## src/rtl/regen_pkg.sv

```systemverilog
package regen_pkg;
   typedef enum logic [1:0] {
      ST_FILL  = 2'd0,
      ST_CHECK = 2'd1,
      ST_HOLD  = 2'd2
   } store_st_t;

   function automatic bit is_pow2(input int v);
      return (v > 0) && ((v & (v - 1)) == 0);
   endfunction
endpackage

```

## src/rtl/regen_timebase.sv

```systemverilog
module regen_timebase #(
   parameter int CLK_DIV   = 4,
   parameter int SLOT_CLKS = 4096
) (
   input  logic clk,
   input  logic rst,
   output logic carrier_o,
   output logic ctick_o,
   output logic slot_last_o
);
   localparam int PH_W   = $clog2(CLK_DIV);
   localparam int SLOT_W = $clog2(SLOT_CLKS);

   logic [PH_W-1:0]   ph_q;
   logic [SLOT_W-1:0] slot_q;

   assign ctick_o     = (ph_q == PH_W'(CLK_DIV - 1));
   assign carrier_o   = (ph_q < PH_W'(CLK_DIV / 2));
   assign slot_last_o = (slot_q == SLOT_W'(SLOT_CLKS - 1));

   generate
      if (regen_pkg::is_pow2(CLK_DIV)) begin : g_ph_wrap
         always_ff @(posedge clk)
            if (rst) ph_q <= '0;
            else     ph_q <= ph_q + 1'b1;
      end else begin : g_ph_mod
         always_ff @(posedge clk)
            if (rst)          ph_q <= '0;
            else if (ctick_o) ph_q <= '0;
            else              ph_q <= ph_q + 1'b1;
      end
      if (regen_pkg::is_pow2(SLOT_CLKS)) begin : g_slot_wrap
         always_ff @(posedge clk)
            if (rst) slot_q <= '0;
            else     slot_q <= slot_q + 1'b1;
      end else begin : g_slot_mod
         always_ff @(posedge clk)
            if (rst)              slot_q <= '0;
            else if (slot_last_o) slot_q <= '0;
            else                  slot_q <= slot_q + 1'b1;
      end
   endgenerate

   // a slot boundary is always also a carrier boundary
   a_r6_slot_on_carrier : assert property (@(posedge clk) disable iff (rst)
      slot_last_o |-> ctick_o);
endmodule

```

## src/rtl/regen_store.sv

```systemverilog
module regen_store import regen_pkg::*; #(
   parameter int CNT_W   = 9,
   parameter int N_PAIRS = 6,
   parameter int LIMIT   = 1024
) (
   input  logic                         clk,
   input  logic                         rst,
   input  logic                         in_valid,
   input  logic [CNT_W-1:0]             in_data,
   input  logic                         release_i,
   output logic                         in_ready,
   output logic                         full_o,
   output logic [2*N_PAIRS*CNT_W-1:0]   frame_o
);
   localparam int N_ENT   = 2 * N_PAIRS;
   localparam int N_TIMED = N_ENT - 1;
   localparam int IDX_W   = $clog2(N_ENT);
   localparam int SUM_W   = $clog2(N_TIMED) + CNT_W + 1;

   store_st_t         st_q;
   logic [IDX_W-1:0]  wr_q;
   logic [CNT_W-1:0]  mem_q [N_ENT];
   logic [N_TIMED-1:0] zero_w;
   logic [SUM_W-1:0]  sum_w;
   logic              take_w, frame_ok_w;

   assign in_ready = (st_q == ST_FILL);
   assign full_o   = (st_q == ST_HOLD);
   assign take_w   = in_valid && in_ready;

   genvar g;
   generate
      for (g = 0; g < N_ENT; g++) begin : g_ent
         assign frame_o[g*CNT_W +: CNT_W] = mem_q[g];
         if (g < N_TIMED) begin : g_zero
            assign zero_w[g] = (mem_q[g] == '0);
         end
      end
   endgenerate

   always_comb begin
      sum_w = '0;
      for (int i = 0; i < N_TIMED; i++) sum_w = sum_w + SUM_W'(mem_q[i]);
   end
   assign frame_ok_w = !(|zero_w) && (sum_w <= SUM_W'(LIMIT));

   always_ff @(posedge clk)
      if (take_w) mem_q[wr_q] <= in_data;

   always_ff @(posedge clk) begin
      if (rst) begin
         st_q <= ST_FILL;
         wr_q <= '0;
      end else begin
         unique case (st_q)
            ST_FILL: if (take_w) begin
               if (wr_q == IDX_W'(N_ENT - 1)) begin
                  wr_q <= '0;
                  st_q <= ST_CHECK;
               end else begin
                  wr_q <= wr_q + 1'b1;
               end
            end
            ST_CHECK: st_q <= frame_ok_w ? ST_HOLD : ST_FILL;
            ST_HOLD:  if (release_i) st_q <= ST_FILL;
            default:  st_q <= ST_FILL;
         endcase
      end
   end

   a_r3_last_word_checks : assert property (@(posedge clk) disable iff (rst)
      (take_w && wr_q == IDX_W'(N_ENT - 1)) |=> (st_q == ST_CHECK));
   a_r3_check_one_cycle : assert property (@(posedge clk) disable iff (rst)
      (st_q == ST_CHECK) |=> (st_q != ST_CHECK));
   a_r2_hold_until_release : assert property (@(posedge clk) disable iff (rst)
      (st_q == ST_HOLD && !release_i) |=> (st_q == ST_HOLD));
endmodule

```

## src/rtl/regen_player.sv

```systemverilog
module regen_player #(
   parameter int CNT_W   = 9,
   parameter int N_PAIRS = 6
) (
   input  logic                       clk,
   input  logic                       rst,
   input  logic                       ctick_i,
   input  logic                       slot_last_i,
   input  logic                       full_i,
   input  logic [2*N_PAIRS*CNT_W-1:0] frame_i,
   output logic                       gate_o,
   output logic                       busy_o,
   output logic                       done_o
);
   localparam int N_ENT   = 2 * N_PAIRS;
   localparam int N_TIMED = N_ENT - 1;
   localparam int IDX_W   = $clog2(N_ENT);

   logic [IDX_W-1:0] idx_q;
   logic [CNT_W-1:0] rem_q, nxt_w;
   logic             gate_q, busy_q, step_w;

   assign step_w = busy_q && ctick_i && (rem_q == CNT_W'(1));
   assign done_o = step_w && (idx_q == IDX_W'(N_TIMED - 1));
   assign gate_o = gate_q;
   assign busy_o = busy_q;

   always_comb begin
      nxt_w = '0;
      for (int i = 0; i < N_TIMED - 1; i++)
         if (idx_q == IDX_W'(i)) nxt_w = frame_i[(i+1)*CNT_W +: CNT_W];
   end

   always_ff @(posedge clk) begin
      if (rst) begin
         idx_q  <= '0;
         rem_q  <= '0;
         gate_q <= 1'b0;
         busy_q <= 1'b0;
      end else if (!busy_q) begin
         if (full_i && slot_last_i) begin
            busy_q <= 1'b1;
            gate_q <= 1'b1;
            idx_q  <= '0;
            rem_q  <= frame_i[CNT_W-1:0];
         end
      end else if (ctick_i) begin
         if (done_o) begin
            busy_q <= 1'b0;
            gate_q <= 1'b0;
         end else if (step_w) begin
            idx_q  <= idx_q + 1'b1;
            rem_q  <= nxt_w;
            gate_q <= ~gate_q;
         end else begin
            rem_q  <= rem_q - 1'b1;
         end
      end
   end

   a_r6_start_on_slot : assert property (@(posedge clk) disable iff (rst)
      $rose(busy_q) |-> $past(slot_last_i));
   a_r8_edge_on_boundary : assert property (@(posedge clk) disable iff (rst)
      !$stable(gate_q) |-> $past(ctick_i));
   a_r8_gate_within_busy : assert property (@(posedge clk) disable iff (rst)
      gate_q |-> busy_q);
   a_r4_no_zero_entry : assert property (@(posedge clk) disable iff (rst)
      busy_q |-> (rem_q != '0));
endmodule

```

## src/rtl/frame_regen.sv

```systemverilog
module frame_regen #(
   parameter int CNT_W     = 9,
   parameter int N_PAIRS   = 6,
   parameter int CLK_DIV   = 4,
   parameter int SLOT_CLKS = 4096,
   parameter bit OUT_REG   = 1'b0
) (
   input  logic             clk,
   input  logic             rst,
   input  logic             in_valid,
   input  logic [CNT_W-1:0] in_data,
   output logic             in_ready,
   output logic             busy,
   output logic             gate,
   output logic             carrier,
   output logic             burst
);
   localparam int N_ENT      = 2 * N_PAIRS;
   localparam int SLOT_CARR  = SLOT_CLKS / CLK_DIV;

   generate
      if (CLK_DIV < 2) begin : g_bad_div
         $error("CLK_DIV must be at least 2");
      end
      if (SLOT_CLKS % CLK_DIV != 0) begin : g_bad_slot
         $error("SLOT_CLKS must be a multiple of CLK_DIV");
      end
      if (N_PAIRS < 1 || CNT_W < 2) begin : g_bad_size
         $error("N_PAIRS and CNT_W too small");
      end
   endgenerate

   logic                   ctick, slot_last, full, done;
   logic [N_ENT*CNT_W-1:0] frame;

   regen_timebase #(.CLK_DIV(CLK_DIV), .SLOT_CLKS(SLOT_CLKS)) tb_i (
      .clk(clk), .rst(rst), .carrier_o(carrier), .ctick_o(ctick),
      .slot_last_o(slot_last));

   regen_store #(.CNT_W(CNT_W), .N_PAIRS(N_PAIRS), .LIMIT(SLOT_CARR)) st_i (
      .clk(clk), .rst(rst), .in_valid(in_valid), .in_data(in_data),
      .release_i(done), .in_ready(in_ready), .full_o(full), .frame_o(frame));

   regen_player #(.CNT_W(CNT_W), .N_PAIRS(N_PAIRS)) pl_i (
      .clk(clk), .rst(rst), .ctick_i(ctick), .slot_last_i(slot_last),
      .full_i(full), .frame_i(frame), .gate_o(gate), .busy_o(busy),
      .done_o(done));

   generate
      if (OUT_REG) begin : g_out_reg
         logic burst_q;
         always_ff @(posedge clk)
            if (rst) burst_q <= 1'b0;
            else     burst_q <= gate & carrier;
         assign burst = burst_q;
      end else begin : g_out_comb
         assign burst = gate & carrier;
      end
   endgenerate

   a_r2_no_ready_while_busy : assert property (@(posedge clk) disable iff (rst)
      busy |-> !in_ready);
   a_r8_ready_after_done : assert property (@(posedge clk) disable iff (rst)
      done |=> (in_ready && !busy));
endmodule

```

## config.mk

```make
export PLATFORM = sky130hd
export DESIGN_NAME = frame_regen
export DESIGN_NICKNAME = d
export VERILOG_FILES = /design/src/rtl/regen_pkg.sv /design/src/rtl/regen_timebase.sv /design/src/rtl/regen_store.sv /design/src/rtl/regen_player.sv /design/src/rtl/frame_regen.sv
export SDC_FILE = /design/constraint.sdc
export NUM_CORES = 1
export LEC_CHECK = 0
export ABC_AREA = 1
export ABC_CLOCK_PERIOD_IN_PS = 7750
export BUFFER_PORTS_ARGS = -buffer_cell sky130_fd_sc_hd__buf_4
export CAP_MARGIN = 25
export CELL_PAD_IN_SITES_DETAIL_PLACEMENT = 0
export CELL_PAD_IN_SITES_GLOBAL_PLACEMENT = 1
export CORE_MARGIN = 2
export CORE_UTILIZATION = 50
export DETAILED_ROUTE_END_ITERATION = 6
export PLACE_DENSITY_LB_ADDON = 0.1
export RECOVER_POWER = 25
export SLEW_MARGIN = 20
export SYNTH_ARGS = -nofsm -noshare
export SYNTH_HDL_FRONTEND = slang
export SYNTH_HIERARCHICAL = 1
export SYNTH_SLANG_ARGS = --single-unit
```

## constraint.sdc

```tcl
create_clock -name clk -period 7.75 [get_ports clk]
set_clock_uncertainty 0.2 [all_clocks]
set_input_delay 0.3875 -clock clk [delete_from_list [all_inputs] [get_ports clk]]
set_output_delay 0.3875 -clock clk [all_outputs]
set_load 0.005 [all_outputs]
```

==> flow_summary.yaml <==
power:
  vdd_ir_drop_max_mv: 0.1562
  total_power_mw: 1.917
  leakagePower_nw: 4.384
  power_density_nw_per_um2: 192.3
clock_tree:
  root_buffer: "clkbuf_16"
  cts_resized: 0
  cts_tree: "yes"
  cts_setup_buffers: 0
  cts_max_level: 4
  path_clk_slew_ns: 0.06
  clock-sinks: 134
  ctsHoldBuffers: 0
  cts_buffer_depth: 2
  cts-buffers-inserted: 17
  worstSkewPairLatency_ns: 0.43
timing:
  rsz0062_at_grt: "false"
  final.setup.worst_slack_ns: 2.697
  finalCritPeriodShare_pct: 65.20
  worst_slew_pin_slew_ns: 1.080
  slew_headroom_pct: 27.93
  fmax_ghz: 0.1979
  fin_tns_setup_ns: 0
  hold_viol: 0
  finalCriticalPeriod_ns: 5.053
  report.final.slew_viol_count: 0
  setup_viol: 0
cells_and_area:
  layout-drive-gt1-share_pct: 9.023
  fill_cells: 1708
  post-route-util_pct: 55.89
  area_growth_pct: 10.31
  diodes: 0
  final_nets: 1172
  stdcell_area_um2: 9971
floorplanning:
  initial_core_util_pct: 50.66
  die_y_um: 138.5
  core_um2: 17840
  die-area_um2: 19170
  num_io_pins: 17
  core.rowCount: 49
  die_w_um: 138.5
drt:
  vias: 6715
  routed_wl_um: 24490
  vias_per_cell: 5.193
  ant_nets: 0
  drt_iter0_markers: 640
  wl_per_cell_um: 18.94
  drt_pass1_iterations: 5
  drc: 0
yosys:
  yosysWarningCount: 6
  avgSynthCellArea_um2: 8.844
  syn-instance-count: 1022
  synthesis.nets: 1143
  synth_area_um2: 9039
setup_path:
  crit_required_ns: 7.86
  worst-path-max-fanout: 4
  crit_chain: "fa_1 > inv_1 > fa_1 > fa_1 > fa_1 > inv_1 > fa_1 > ha_1 > inv_1 > fa_1 > inv_1 > nand3_1 > nand2_1 > nand2_1 > nand2_1 > nand2_1 > nand3_2 > nand2_1 > inv_1 > nor2_1 > nand2_1 > a21oi_2"
  rrSetupSlack_ns: 2.70
  path_class: "reg -> reg"
  critPathMaxStageDelay_ns: 0.56
  cp_slowest_cell: "fa_1"
  cp_num_buf_inv: 5
  endpoint_kind: "register"
  critPathTopFamily: "adder cells"
  cp-start-kind: "register"
  arrival_ns: 5.17
run_status:
  outcome: "complete, no violations"
flow_run:
  drv_cap: 0
global_route:
  antenna_found_initial: 0
  grt_pass1_vias: 6917
  grt_pass1_wl_um: 38410
  track_usage_pct: 26.85
  grt_max_degree: 25
  grt_overflow: 0
place:
  dpl_cell_area_um2: 9442
  dp_hpwl_um: 18810
  port_buffers: 16
  post-place-ws_ns: 2.674
  gp_congestion: 0.9070
hold_path:
  min_path_type: "in -> reg"
==> worst reg2reg max path, stage by stage (launching register included) <==
cell and delay (ns):
edfxtp_1 0.43, fa_1 0.56, inv_1 0.06, fa_1 0.52
fa_1 0.54, fa_1 0.55, inv_1 0.05, fa_1 0.53
ha_1 0.22, inv_1 0.07, fa_1 0.38, inv_1 0.11
nand3_1 0.09, nand2_1 0.11, nand2_1 0.05, nand2_1 0.08
nand2_1 0.07, nand3_2 0.07, nand2_1 0.05, inv_1 0.05
nor2_1 0.04, nand2_1 0.06, a21oi_2 0.04
==> metrics by stage <==
step	instances	hold WS, ns
final	1293	0.07855
after global routing	1293	0.07228
after CTS	1291	0.03275
after detailed placement	1259	0.2263
after global placement	1258	0.2231
after floorplan	1022	0.1992
==> cells in the final DEF (no fill, tap or decap), types with 4 or more instances in the layout <==
cell / count
nand2_1: 217
inv_1: 194
nor2_1: 142
edfxtp_1: 99
fa_1: 79
nand3_1: 58
dfxtp_1: 35
ha_1: 30
a21oi_1: 29
o21ai_0: 21
clkbuf_16: 17
buf_4: 16
nand3b_1: 13
or2_2: 12
nor3_1: 11
clkbuf_1: 9
nand2_2: 9
inv_2: 8
inv_6: 7
nor3_2: 5
nor2_2: 4
o21ai_1: 4
xor2_1: 4
a31oi_1: 4
nand4_1: 4
==> power by group <==
group,switching (mW),internal [mW],leakage [nW]
Combinational,0.234,0.134,2.95
Sequential,0.0107,0.783,1.18
Clock,0.340,0.416,0.255
==> state kept, by name (all words and copies together) (netlist names) <==
register,flops
pl_i/busy_o,1
pl_i/gate_o,1
pl_i/idx_q,4
pl_i/rem_q,9
st_i/mem_q,99
st_i/st_q,2
st_i/wr_q,4
tb_i/ph_q,2
tb_i/slot_q,12
==> layer usage <==
metal	track usage, %	vias to the layer above	part of all wire, %
met3	5.196	31	6.3
met5	0	-	0
met4	7.787	0	2.0
met2	44.45	232	48
li1	-	3244	-
met1	36.35	3208	44
==> area by class of cell <==
cell class                 count  area [um^2]  share of cell area (%)
clock buffer                  18        429.2                   4.304
clock inverter                14        115.1                   1.154
inverter                     203        762.0                   7.642
multi-input combinational    671         4554                   45.68
sequential                   134         3674                   36.84
tap                          229        286.5                   2.874
timing repair buffer          24        150.1                   1.506
==> worst paths after layout <==
| path | end | start | cells after the start |
|---|---|---|---|
| setup / recovery | st_i/st_q[1] | st_i/mem_q[8][2] | 22 |
| hold / removal | st_i/mem_q[2][3] | in_data[3] | 1 |
| setup reg to reg | st_i/st_q[1] | st_i/mem_q[8][2] | 22 |
| hold reg to reg | tb_i/ph_q[0] | tb_i/ph_q[0] | 1 |
No activity file was read; power rests on OpenSTA's default activity.
